File: src/rtl/xpt_pkg.sv
// Shared definitions for the crosspoint router.
// Assumes a source code whose top bit picks main against special sources,
// and whose next bit picks expansion against quiet.
package xpt_pkg;
    typedef enum logic [1:0] {
        SRC_MAIN  = 2'd0,
        SRC_EXP   = 2'd2,
        SRC_QUIET = 2'd3
    } src_kind_t;

    // Classify a source code from its two top bits.
    function automatic src_kind_t kind_of(input logic hi, input logic lo);
        if (!hi)
            return SRC_MAIN;
        else if (!lo)
            return SRC_EXP;
        else
            return SRC_QUIET;
    endfunction
endpackage

File: src/rtl/xpt_stage_store.sv
// First configuration stage: one code entry per output, plus a last entry
// for the auxiliary output. It exports the value the store takes at the next
// edge, so that a commit in the same cycle sees this cycle's write.
// Assumes that oa only names main outputs.
module xpt_stage_store #(
    parameter int N_OUT = 8,
    parameter int OA_W  = 3,
    parameter int IA_W  = 4
) (
    input  logic                      clk,
    input  logic                      rst_n,
    input  logic [OA_W-1:0]           oa,
    input  logic [IA_W-1:0]           ia,
    input  logic                      load,
    input  logic                      stage_aux,
    output logic [(N_OUT+1)*IA_W-1:0] staged_flat
);
    localparam int N_ENT = N_OUT + 1;
    localparam logic [IA_W-1:0] QUIET = {2'b11, {(IA_W-2){1'b0}}};

    logic [N_ENT-1:0][IA_W-1:0] st_q;
    logic [N_ENT-1:0][IA_W-1:0] st_next;

    // Apply this cycle's writes to the held entries.
    always_comb begin
        st_next = st_q;
        if (load)
            st_next[int'(oa)] = ia;
        if (stage_aux)
            st_next[N_OUT] = ia;
    end

    // Hold the staged entries; reset makes every entry quiet.
    always_ff @(posedge clk) begin
        if (!rst_n) begin
            for (int i = 0; i < N_ENT; i++)
                st_q[i] <= QUIET;
        end else begin
            st_q <= st_next;
        end
    end

    assign staged_flat = st_next;
endmodule

File: src/rtl/xpt_active_store.sv
// Second configuration stage: on a commit it takes all staged entries at
// once. Its contents drive the routing.
// Assumes that staged_flat already holds this cycle's stage writes.
module xpt_active_store #(
    parameter int N_OUT = 8,
    parameter int IA_W  = 4
) (
    input  logic                      clk,
    input  logic                      rst_n,
    input  logic                      commit,
    input  logic [(N_OUT+1)*IA_W-1:0] staged_flat,
    output logic [(N_OUT+1)*IA_W-1:0] cfg_flat
);
    localparam int N_ENT = N_OUT + 1;
    localparam logic [IA_W-1:0] QUIET = {2'b11, {(IA_W-2){1'b0}}};

    // Copy the whole staging store on commit; reset makes every entry quiet.
    always_ff @(posedge clk) begin
        if (!rst_n) begin
            for (int i = 0; i < N_ENT; i++)
                cfg_flat[i*IA_W +: IA_W] <= QUIET;
        end else if (commit) begin
            cfg_flat <= staged_flat;
        end
    end
endmodule

File: src/rtl/xpt_lane_mux.sv
// Selects the source of one output lane from its active code.
// Purely combinational. Assumes that N_IN is a power of two and IA_W is
// log2(N_IN)+1.
module xpt_lane_mux
    import xpt_pkg::*;
#(
    parameter int N_IN = 8,
    parameter int IA_W = 4
) (
    input  logic [IA_W-1:0] code,
    input  logic [N_IN-1:0] main_in,
    input  logic            exp_bit,
    output logic            lane_out
);
    localparam int SEL_W = IA_W - 1;

    logic [SEL_W-1:0] sel;
    assign sel = code[SEL_W-1:0];

    // Pick a main input, the expansion bit or the quiet level.
    always_comb begin
        unique case (kind_of(code[IA_W-1], code[IA_W-2]))
            SRC_MAIN: lane_out = main_in[sel];
            SRC_EXP:  lane_out = exp_bit;
            default:  lane_out = 1'b1;
        endcase
    end
endmodule

File: src/rtl/xpt_switch_ctrl.sv
// Crosspoint router top: the staging store feeds the active store, and one
// lane selector per output reads the active store.
// The auxiliary output is the last lane, and aux_in is its expansion bit.
module xpt_switch_ctrl #(
    parameter int N_OUT = 8,
    parameter int N_IN  = 8
) (
    input  logic                     clk,
    input  logic                     rst_n,
    input  logic [N_IN-1:0]          main_in,
    input  logic [N_OUT-1:0]         exp_in,
    input  logic                     aux_in,
    input  logic [$clog2(N_OUT)-1:0] oa,
    input  logic [$clog2(N_IN):0]    ia,
    input  logic                     load,
    input  logic                     stage_aux,
    input  logic                     commit,
    output logic [N_OUT-1:0]         out,
    output logic                     aux_out
);
    localparam int OA_W  = $clog2(N_OUT);
    localparam int IA_W  = $clog2(N_IN) + 1;
    localparam int N_ENT = N_OUT + 1;

    logic [N_ENT*IA_W-1:0] staged_flat;
    logic [N_ENT*IA_W-1:0] cfg_flat;
    logic [N_ENT-1:0]      lanes;
    logic [N_ENT-1:0]      exp_all;

    assign exp_all = {aux_in, exp_in};

    xpt_stage_store #(.N_OUT(N_OUT), .OA_W(OA_W), .IA_W(IA_W)) u_stage (
        .clk(clk), .rst_n(rst_n), .oa(oa), .ia(ia), .load(load),
        .stage_aux(stage_aux), .staged_flat(staged_flat)
    );

    xpt_active_store #(.N_OUT(N_OUT), .IA_W(IA_W)) u_active (
        .clk(clk), .rst_n(rst_n), .commit(commit),
        .staged_flat(staged_flat), .cfg_flat(cfg_flat)
    );

    for (genvar n = 0; n < N_ENT; n++) begin : g_lane
        xpt_lane_mux #(.N_IN(N_IN), .IA_W(IA_W)) u_mux (
            .code(cfg_flat[n*IA_W +: IA_W]), .main_in(main_in),
            .exp_bit(exp_all[n]), .lane_out(lanes[n])
        );
    end

    assign out     = lanes[N_OUT-1:0];
    assign aux_out = lanes[N_OUT];
endmodule

File: config.mk
export PLATFORM = sky130hd
export DESIGN_NAME = xpt_switch_ctrl
export DESIGN_NICKNAME = d
export VERILOG_FILES = /design/src/rtl/xpt_pkg.sv /design/src/rtl/xpt_stage_store.sv /design/src/rtl/xpt_active_store.sv /design/src/rtl/xpt_lane_mux.sv /design/src/rtl/xpt_switch_ctrl.sv
export SDC_FILE = /design/constraint.sdc
export NUM_CORES = 1
export LEC_CHECK = 0
export ABC_AREA = 1
export BUFFER_PORTS_ARGS = -buffer_cell sky130_fd_sc_hd__buf_2
export CORE_MARGIN = 2
export CORE_UTILIZATION = 40
export CTS_CLUSTER_SIZE = 24
export DETAILED_ROUTE_END_ITERATION = 6
export PLACE_DENSITY = 0.59
export SLEW_MARGIN = 15
export SYNTH_ARGS = -nofsm -noshare
export SYNTH_HDL_FRONTEND = slang
export SYNTH_SLANG_ARGS = --single-unit
File: constraint.sdc
create_clock -name clk -period 1.1 [get_ports clk]
set_input_delay 0.22 -clock clk [delete_from_list [all_inputs] [get_ports clk]]
set_output_delay 0.22 -clock clk [all_outputs]
set_load 0.01 [all_outputs]
* Word level (Yosys, flattened, before mapping)
Cells that the tools add are included.
** Cells by class
- Add/subtract/negate cells :: 0
- Multiply operators :: 0
- Div/mod/pow operators :: 0
- Magnitude comparators :: 11
- Eq/ne operators :: 9
- Shift operators :: 0
- Mux-type cells :: 50
- Bitwise operators :: 0
- Reductions and logical operators :: 10
** Operator list (number)
- bitwise mux 36 bit :: 1
- < comparator 3 x 4 -> 1 bit (second input constant) :: 9
- 2-to-1 mux 36 bit :: 1
- binary-select mux 1 bit (select 3 bit) :: 9
- equality test 2 bit (second input constant) :: 9
- zero test 2 bit :: 9
- 2-to-1 mux 1 bit :: 18
- 2-to-1 mux 2 bit :: 9
- case mux 1 bit (2 select lines) :: 9
- demux 4 bit (select 3 bit) :: 1
- 2-to-1 mux 4 bit :: 2
- < comparator 3 x 5 -> 1 bit (second input constant) :: 1
- >= comparator 3 x 1 -> 1 bit (second input constant) :: 1
- logical AND 1 bit :: 1
** Storage, ports and cells
- Flip-flop bits (word level) :: 72
- Bits in latches :: 0
- Memory bits (writable) :: 0
- Bits in read-only memories :: 0
- Input bits :: 29
- Logic and storage cells :: 90
- Memories :: 0

* Depth between registers and ports, before layout
Gate-level depths: netlist (run 1).
- Word-level depth :: 7
- Depth in mapped cells :: 8

* Modules after synthesis
Synthesis (run 1) repeated with hierarchy kept, for this count alone.
** Unflattened totals
- Cells, all modules :: 687
- Area, all modules :: 3977.6 um2
** Modules (own cells, without submodules)
- xpt_stage_store :: instances 1, cells an instance 252, area an instance 1586.5 um2
- xpt_active_store :: instances 1, cells an instance 192, area an instance 1377.6 um2
- xpt_lane_mux :: instances 9, cells an instance 27, area an instance 112.6 um2

* Least setup slack after synthesis (run 1)
OpenSTA, ideal clock, no wires.
- Path kind :: register -> output
- Start :: reg u_active.cfg_flat[4]
- End :: out out[1]
- Arrival time :: 0.858 ns
- Path slack :: 0.022 ns
- Cell stages (with the launch flop) :: 8
- Cell sequence :: dfxtp_1 -> inv_1 -> nand2_1 -> nand3_1 -> nand3_1 -> nand3_1 -> nand2_1 -> buf_4
** On the way
- Cells in the longest elaborated chain, start to end :: 3
** Ends and longest elaborated chain
- start: declaration :: RTL line xpt_active_store.sv:12 : output logic [(N_OUT+1)*IA_W-1:0] cfg_flat
- start signal: assignment :: RTL line xpt_active_store.sv:23 : cfg_flat <= staged_flat;
- binary-select mux 1 bit (select 3 bit) :: RTL line xpt_lane_mux.sv:23 : SRC_MAIN: lane_out = main_in[sel];
- 2-to-1 mux 1 bit (implied by the code) :: RTL line xpt_lane_mux.sv:23
- case mux 1 bit (2 select lines) :: RTL line xpt_lane_mux.sv:22 : unique case (kind_of(code[IA_W-1], code[IA_W-2]))
- end: declaration :: RTL line xpt_switch_ctrl.sv:18 : output logic [N_OUT-1:0] out,
Every way passes these cells. The select of a mux whose other input is x is not followed.

* Final worst setup path (run 1)
- Start :: reg u_active.cfg_flat[24]
- End :: out out[6]
Same word-level chain as after synthesis.

==> results of run 1 <==
[stage by stage]
stage / util / setup slack [ns] / power [mW] / area (um2) / std cells
floorplan: - / 0.0224 / 3.48 / 3600 / 556
global placement: 0.495 / -0.158 / 3.90 / 4320 / 738
detailed placement: 0.495 / -0.204 / 3.92 / 4320 / 738
CTS: 0.540 / -0.386 / 6.75 / 4710 / 759
global route: 0.578 / -0.467 / 7.18 / 5040 / 762
finish: 0.578 / -0.406 / 6.86 / 5040 / 762
[cell families after synthesis]
kind of cell / count (synthesis) / synth area share
AO/OA/AOI/OAI: 90 / 0.127
flip-flops: 72 / 0.400
AND/OR/NAND/NOR: 287 / 0.351
buffers and inverters: 107 / 0.122
[flip-flops by register name, indices dropped and copies added, names as in the netlist]
signal,count
u_active.cfg_flat,36
u_stage.st_q,36
[power groups by stage]
stage	combinational (mW)	sequential (mW)	clock (mW)
after CTS	1.09	2.83	2.83
after floorplan	0.625	2.86	0
after global routing	1.37	2.86	2.95
after detailed placement	1.04	2.88	0
final	1.23	2.85	2.78
after global placement	1.02	2.88	0
[Yosys cell counts (all sizes together)]
master	n
clkbuf	7
or2	14
nand3b	3
clkinv	9
o21ai	50
inv	76
and2	2
o21a	2
nand3	63
a21oi	37
nor2	19
buf	15
nand2	186
dfxtp	72
o211ai	1
[repair_timing]
item                       in CTS  in global routing
buffers inserted                5                  3
hold endpoints to repair        0                  0
pin swaps                      20                 28
gates cloned                    0                  0
resized for setup              41                 87
setup endpoints to repair       9                 10
[metal layers]
| layer | wire (um) | GRT usage |
|---|---|---|
| met1 | 5190 | 0.303 |
| met2 | 4560 | 0.317 |
| met3 | 471 | 0.0348 |
| met4 | 179 | 0.0875 |
| met5 | 0 | 0 |
[critical path, cell delays in order, from the launching register on]
cell and delay, ns:
dfxtp_4 0.37, inv_4 0.08, nand2_2 0.06, nand3_2 0.06
nand3b_1 0.08, nand3_1 0.08, nand2_1 0.06, buf_2 0.14
[area by class of cell]
class / instances / area [um2] / share of cell area
multi-input combinational: 377 / 2030 / 0.402
sequential: 72 / 1480 / 0.293
timing repair buffer: 104 / 790 / 0.157
inverter: 85 / 342 / 0.0678
clock buffer: 10 / 138 / 0.0273
tap: 108 / 135 / 0.0268
clock inverter: 6 / 130 / 0.0258
[worst max-delay path by stage]
stage,start,end,cells after the start
floorplan,u_active.cfg_flat[4],out[1],7
global placement,oa[1],u_active.cfg_flat[25],10
detailed placement,oa[1],u_active.cfg_flat[25],10
CTS,u_active.cfg_flat[24],out[6],7
global route,u_active.cfg_flat[24],out[6],7
finish,u_active.cfg_flat[24],out[6],7
==> flow_summary.yaml, run 1 <==
critical_path:
  arrival_ns: 1.29
  startpoint_type: "flop"
  worstPathRequired_ns: 0.88
  rrSetupSlack_ns: 0.05
  regToRegEndpoint: "u_active.cfg_flat[8]"
  cp_max_fo: 5
  reg2reg_depth: 7
  crit_path_end_kind: "output pin"
  reg2reg_from: "u_active.cfg_flat[8]"
  critical_path_class: "flop to output pin"
pwr:
  ir_worst_vdd_v: 0.000688
  p_per_area_nw_per_um2: 1360
  leakage_nw: 2.59
  p_switching_mw: 1.80
  switching_share: 0.262
  power_frac_clock: 0.406
  pwr-share-comb: 0.180
  power.internal_mw: 5.07
  pwr-share-seq: 0.415
timing:
  period_needed_ns: 1.51
  finalSetupTns_ns: -3.31
  tightest_slew_ns: 0.273
  setup_violations: 9
  clock_skew_ns: 0.00939
  post-route-period-util: 1.37
  relSlewSlack: 0.816
  hold_violations: 0
  rsz0062_at_grt: "true"
  timing.fmax_mhz: 664
  hold_slack_ns: 0.137
  slew_violations: 0
  timing.final.ws_setup_ns: -0.406
global_route:
  grt_remaining_overflow: 0
  antenna_found_initial: 0
  grt_first_pass_wirelength_um: 16600
  grt_max_degree: 43
  grt_use_total: 0.212
  first_global_vias: 3514
placed_design:
  io_buffers: 37
  place.gp.congestion: 0.784
  hpwl_um: 6800
floorplanning:
  die_area_um2: 9770
  fp.dieW_um: 98.9
  io_pins: 38
  core_um2: 8720
  rows: 34
  initial_core_util: 0.413
  die_y_um: 98.9
clocking:
  clk_latency_ns: 0.35
  ctsHoldBuffers: 0
  htreeDepth: 3
  cts_tree: "built"
  clock_sinks: 72
  clockRootBuffer: "clkbuf_8"
  cts_buffer_depth: 2
  clkTransAtPathRegs_ns: 0.07
  numCtsBuffers: 9
final_layout:
  layout-drive-gt1-share: 0.364
  final.fill_count: 810
  layout_commonest_cell: "nand2_1"
  most-common-layout-cells: "nand2_1, inv_1, dfxtp_1"
  final_nets: 678
  syn2layout_area_growth_pct: 40.0
  antennaDiodeCount: 0
routing:
  ant_nets: 0
  drt-initial-drc-count: 149
  wirelength_um: 10400
  wire_per_inst_um: 13.6
  vias_per_cell: 4.82
  vias: 3676
  drt-pass1-iter-count: 4
  drc: 0
min_path:
  hp-start: "ia[2]"
  holdPathEnd: "u_stage.st_q[30]"
  hold_depth: 3
  min_path_type: "primary input to flop"
status:
  status: "finished, violations left"
  violations: "negative setup slack"
yosys:
  synth_cell_types: 22
  synth_warnings: 0
  syn_area_per_cell_um2: 6.47
  synthCells: 556
  seq_area_frac_synth: 0.400
  syn-num-nets: 585
  syn_area_um2: 3600
  yosysTopAreaCellShare: 0.400
  ys_ff_latch: 72
  synthTopCellsByArea: "dfxtp_1, nand2_1, nand3_1"
  yosysTopAreaCell: "dfxtp_1"
job:
  cap_violations: 0
Note: power is estimated with default switching activity, not from simulation.
==> run 2, diff against run 1 <==
- CAP_MARGIN: not set -> 15
- CORE_MARGIN: 2 -> not set
==> run 2 against run 1 <==
Worst setup slack improved by 0.015 ns. Cell count decreased by 1.2%. Global-route usage increased by 0.40 points. Cell area decreased by 3.4%. Count of clock-buffer cells in the layout unchanged. The flow still finishes with violations (negative setup slack). Sequential cell count unchanged.
==> flow_summary.yaml, run 2 (same netlist as run 1, synthesis figures left out) <==
status:
  status: "finished, violations left"
  violations: "negative setup slack"
floorplanning:
  die_area_um2: 9380
  io_pins: 38
  initial_core_util: 0.413
  core_um2: 8720
  die_y_um: 96.9
  fp.dieW_um: 96.9
  rows: 34
pwr:
  power_frac_clock: 0.383
  power.internal_mw: 4.74
  p_switching_mw: 1.78
  p_per_area_nw_per_um2: 1340
  switching_share: 0.273
  pwr-share-seq: 0.436
  ir_worst_vdd_v: 0.000781
  leakage_nw: 2.48
  pwr-share-comb: 0.181
  finalPower_mw: 6.52
routing:
  drt-pass1-iter-count: 5
  drt-initial-drc-count: 153
  vias_per_cell: 4.90
  drc: 0
  ant_nets: 0
  wirelength_um: 10400
  vias: 3692
  wire_per_inst_um: 13.8
critical_path:
  regToRegEndpoint: "u_active.cfg_flat[20]"
  arrival_ns: 1.27
  critical_path_class: "flop to output pin"
  crit_end: "out[0]"
  cp_num_cells: 7
  cp_max_fo: 5
  startpoint_type: "flop"
  slowest_delay_ns: 0.41
  slowest_stage: "dfxtp_4"
  cp_top_family: "flip-flops"
  reg2reg_depth: 7
  cp_cell_sequence: "inv_6 -> nand2_4 -> nand3_2 -> nand3_2 -> nand3_2 -> nand2_1 -> buf_2"
  crit_path_end_kind: "output pin"
  worstPathRequired_ns: 0.88
  startpoint: "u_active.cfg_flat[0]"
  reg2reg_from: "u_active.cfg_flat[20]"
  rrSetupSlack_ns: 0.02
  path_common_cell: "nand3_2"
  cp_num_buf_inv: 2
timing:
  setup_violations: 9
  post-route-period-util: 1.35
  period_needed_ns: 1.49
  tightest_slew_ns: 0.417
  clock_skew_ns: 0.00598
  finalSetupTns_ns: -3.29
  slew_violations: 0
  hold_violations: 0
  rsz0062_at_grt: "true"
  timing.final.ws_setup_ns: -0.390
  relSlewSlack: 0.719
  timing.fmax_mhz: 671
final_layout:
  most-common-layout-cells: "nand2_1, inv_1, dfxtp_1"
  instances_no_fill: 753
  antennaDiodeCount: 0
  layout-drive-gt1-share: 0.338
  stdcell_area_um2: 4870
  final.fill_count: 852
  post-route-util: 0.558
  final_nets: 669
  largest_registers: "u_active.cfg_flat: 36 flops, u_stage.st_q: 36 flops"
  layout_commonest_cell: "nand2_1"
  syn2layout_area_growth_pct: 35.3
clocking:
  clock_sinks: 72
  ctsHoldBuffers: 0
  clk_latency_ns: 0.35
  cts_tree: "built"
  numCtsBuffers: 9
  cts_buffer_depth: 2
  htreeDepth: 3
  clkTransAtPathRegs_ns: 0.08
  clockRootBuffer: "clkbuf_8"
job:
  cap_violations: 0
global_route:
  antenna_found_initial: 0
  grt_use_total: 0.216
  grt_remaining_overflow: 0
  first_global_vias: 3359
  grt_first_pass_wirelength_um: 16300
  grt_max_degree: 43
placed_design:
  io_buffers: 37
  placed_area_um2: 4220
  place.gp.congestion: 0.820
  hpwl_um: 6730
  place_inst: 727
min_path:
  min_path_type: "primary input to flop"
-- run 2: cell count changes in the layout (fill, tap and decap cells not counted), moves of 3 or more --
cell     change
nand2_2      +3
nand3_1     +11
buf_6        -6
inv_2        -3
nand3_2     -11
-- run 2: area by class of cell --
cell class / instances / area, um2 / share of cell area
clock buffer: 10 / 128 / 0.0262
clock inverter: 6 / 108 / 0.0221
inverter: 85 / 344 / 0.0707
multi-input combinational: 377 / 1990 / 0.408
sequential: 72 / 1480 / 0.304
tap: 108 / 135 / 0.0277
timing repair buffer: 95 / 687 / 0.141
-- run 2: per-layer routing --
metal | share of wire | wire [um] | vias to the layer above | GRT usage
met5 | 0 | 0 | - | 0
met4 | 0.022 | 225 | 0 | 0.0861
met3 | 0.045 | 468 | 23 | 0.0267
met2 | 0.44 | 4580 | 99 | 0.325
met1 | 0.49 | 5090 | 1661 | 0.312
li1 | - | - | 1909 | -
-- run 2: power groups by stage --
stage | clock, mW | combinational, mW | sequential [mW]
6_report | 2.50 | 1.18 | 2.84
5_1_grt | 2.64 | 1.31 | 2.86
4_1_cts | 2.54 | 1.06 | 2.83
3_5_place_dp | 0 | 1.01 | 2.88
3_3_place_gp | 0 | 0.998 | 2.88
2_1_floorplan | 0 | 0.625 | 2.86
-- run 2: worst min path at each step --
stage / startpoint / cells past startpoint / slack, ns / end
CTS: ia[2] / 3 / 0.12 / u_stage.st_q[30]
global placement: ia[2] / 3 / 0.47 / u_stage.st_q[30]
detailed placement: ia[2] / 3 / 0.48 / u_stage.st_q[30]
finish: ia[2] / 3 / 0.12 / u_stage.st_q[30]
floorplan: rst_n / 1 / 0.29 / u_stage.st_q[31]
global route: ia[2] / 3 / 0.13 / u_stage.st_q[30]
-- run 2: worst reg2reg max path, cell delays in order, from the launching register on --
cell and delay (ns):
dfxtp_4 0.38, inv_4 0.05, buf_4 0.12, buf_4 0.12
buf_4 0.12, a21oi_2 0.11, nand2_1 0.06, inv_1 0.05
-- run 2: per-stage QoR --
step           hold slack, ns  setup slack (ns)
2_1_floorplan           0.289            0.0224
3_3_place_gp            0.474            -0.156
3_5_place_dp            0.479            -0.183
4_1_cts                 0.117            -0.363
5_1_grt                 0.132            -0.455
6_report                0.121            -0.390
-- run 2: repair_timing --
item / 4_1_cts / 5_1_grt
setup buffers: 8 / 3
pin swaps: 18 / 26
gates resized for setup: 42 / 72
setup endpoints to repair: 9 / 12
==> run 3, diff against run 2 <==
- HOLD_SLACK_MARGIN: not set -> 0.15
- SLEW_MARGIN: 15 -> not set
==> run 3 against run 2 <==
The flow still finishes with violations (negative setup slack). Combinational power is essentially flat. Worst setup slack better by 0.0022 ns. Via count up 0.49%. Non-clock buffer count is 1 higher. Total power hardly changed.
==> flow_summary.yaml, run 3 (same netlist as run 1, synthesis figures left out) <==
status:
  status: "finished, violations left"
  violations: "negative setup slack"
critical_path:
  startpoint_type: "flop"
  arrival_ns: 1.27
  critical_path_class: "flop to output pin"
  cp_max_fo: 5
  worstPathRequired_ns: 0.88
  crit_path_end_kind: "output pin"
pwr:
  switching_share: 0.273
  ir_worst_vdd_v: 0.000781
  pwr-share-seq: 0.436
  power.internal_mw: 4.74
  pwr-share-comb: 0.181
  p_switching_mw: 1.78
  power_frac_clock: 0.383
  leakage_nw: 2.48
  finalPower_mw: 6.52
  p_per_area_nw_per_um2: 1340
final_layout:
  syn2layout_area_growth_pct: 35.6
  antennaDiodeCount: 0
  layout-drive-gt1-share: 0.337
  largest_registers: "u_active.cfg_flat: 36 flops, u_stage.st_q: 36 flops"
  final_nets: 670
  multi_input_area_um2: 1990
  final.fill_count: 851
  seq_area_um2: 1480
  instances_no_fill: 754
  most-common-layout-cells: "nand2_1, inv_1, dfxtp_1"
  layout_commonest_cell: "nand2_1"
clocking:
  numCtsBuffers: 9
  clkTransAtPathRegs_ns: 0.08
  cts_tree: "built"
  clk_latency_ns: 0.34
  clock_sinks: 72
  clockRootBuffer: "clkbuf_8"
  cts_buffer_depth: 2
  htreeDepth: 3
timing:
  hold_violations: 0
  setup_violations: 9
  relSlewSlack: 0.719
  timing.fmax_mhz: 672
  rsz0062_at_grt: "true"
  post-route-period-util: 1.35
  tightest_slew_ns: 0.417
  finalSetupTns_ns: -3.28
  period_needed_ns: 1.49
  clock_skew_ns: 0.00636
  timing.final.ws_setup_ns: -0.388
  slew_violations: 0
job:
  cap_violations: 0
placed_design:
  place_inst: 727
  dp_slack_ns: -0.183
  hpwl_um: 6730
  io_buffers: 37
  place.gp.congestion: 0.820
min_path:
  min_path_type: "primary input to flop"
global_route:
  grt_max_degree: 43
  antenna_found_initial: 0
  first_global_vias: 3365
  grt_remaining_overflow: 0
  grt_first_pass_wirelength_um: 16300
  grt_use_total: 0.216
floorplanning:
  die_y_um: 96.9
  io_pins: 38
  initial_core_util: 0.413
  rows: 34
  fp.dieW_um: 96.9
  core_um2: 8720
  die_area_um2: 9380
routing:
  vias_per_cell: 4.92
  ant_nets: 0
  wirelength_um: 10400
  drt-initial-drc-count: 137
  vias: 3710
  drt-pass1-iter-count: 5
  wire_per_inst_um: 13.8
  drc: 0
[run 3: cell types whose count changed in the layout (fill, tap and decap cells not counted)]
cell,change
dlygate4sd3_1,+1
[run 3: worst paths after layout]
kind | end | slack (ns) | from | depth (start not counted)
setup / recovery | out[4] | -0.39 | u_active.cfg_flat[16] | 7
hold / removal | u_stage.st_q[35] | 0.19 | rst_n | 3
setup reg to reg | u_active.cfg_flat[20] | 0.02 | u_active.cfg_flat[20] | 7
hold reg to reg | u_stage.st_q[30] | 0.50 | u_stage.st_q[30] | 2
[run 3: critical path, cell delays in order, from the launching register on]
cell and delay, ns:
dfxtp_4 0.36, inv_4 0.08, nand2_2 0.05, nand3_1 0.11, nand3_2 0.09, nand3_2 0.06
nand2_1 0.04, buf_2 0.13
[run 3: per-layer routing]
metal / track usage / share of wire
met5: 0 / 0
met4: 0.0861 / 0.021
met2: 0.326 / 0.44
met3: 0.0267 / 0.048
met1: 0.312 / 0.49
[run 3: timing repair]
item | CTS | global route
setup endpoints to repair | 9 | 12
gates resized for setup | 42 | 72
hold buffers | 1 | 0
pin swaps | 18 | 26
setup buffers | 8 | 3
hold endpoints to repair | 1 | 0
[run 3: power groups by stage]
stage / Clock, mW / Sequential, mW / Combinational, mW
after floorplan: 0 / 2.86 / 0.625
after global placement: 0 / 2.88 / 0.998
after detailed placement: 0 / 2.88 / 1.01
after CTS: 2.54 / 2.83 / 1.07
after global routing: 2.64 / 2.86 / 1.31
final: 2.50 / 2.84 / 1.18
[run 3: area by class of cell]
type                       count  area share
clock buffer                  10      0.0262
clock inverter                 6      0.0221
inverter                      85      0.0705
multi-input combinational    377       0.407
sequential                    72       0.303
tap                          108      0.0277
timing repair buffer          96       0.143
[run 3: per-stage QoR]
stage / area [um2] / util / hold WS, ns
after floorplan: 3600 / - / 0.289
final: 4880 / 0.560 / 0.193
after global routing: 4880 / 0.560 / 0.210
after detailed placement: 4220 / 0.484 / 0.479
after CTS: 4620 / 0.529 / 0.193
after global placement: 4220 / 0.484 / 0.474
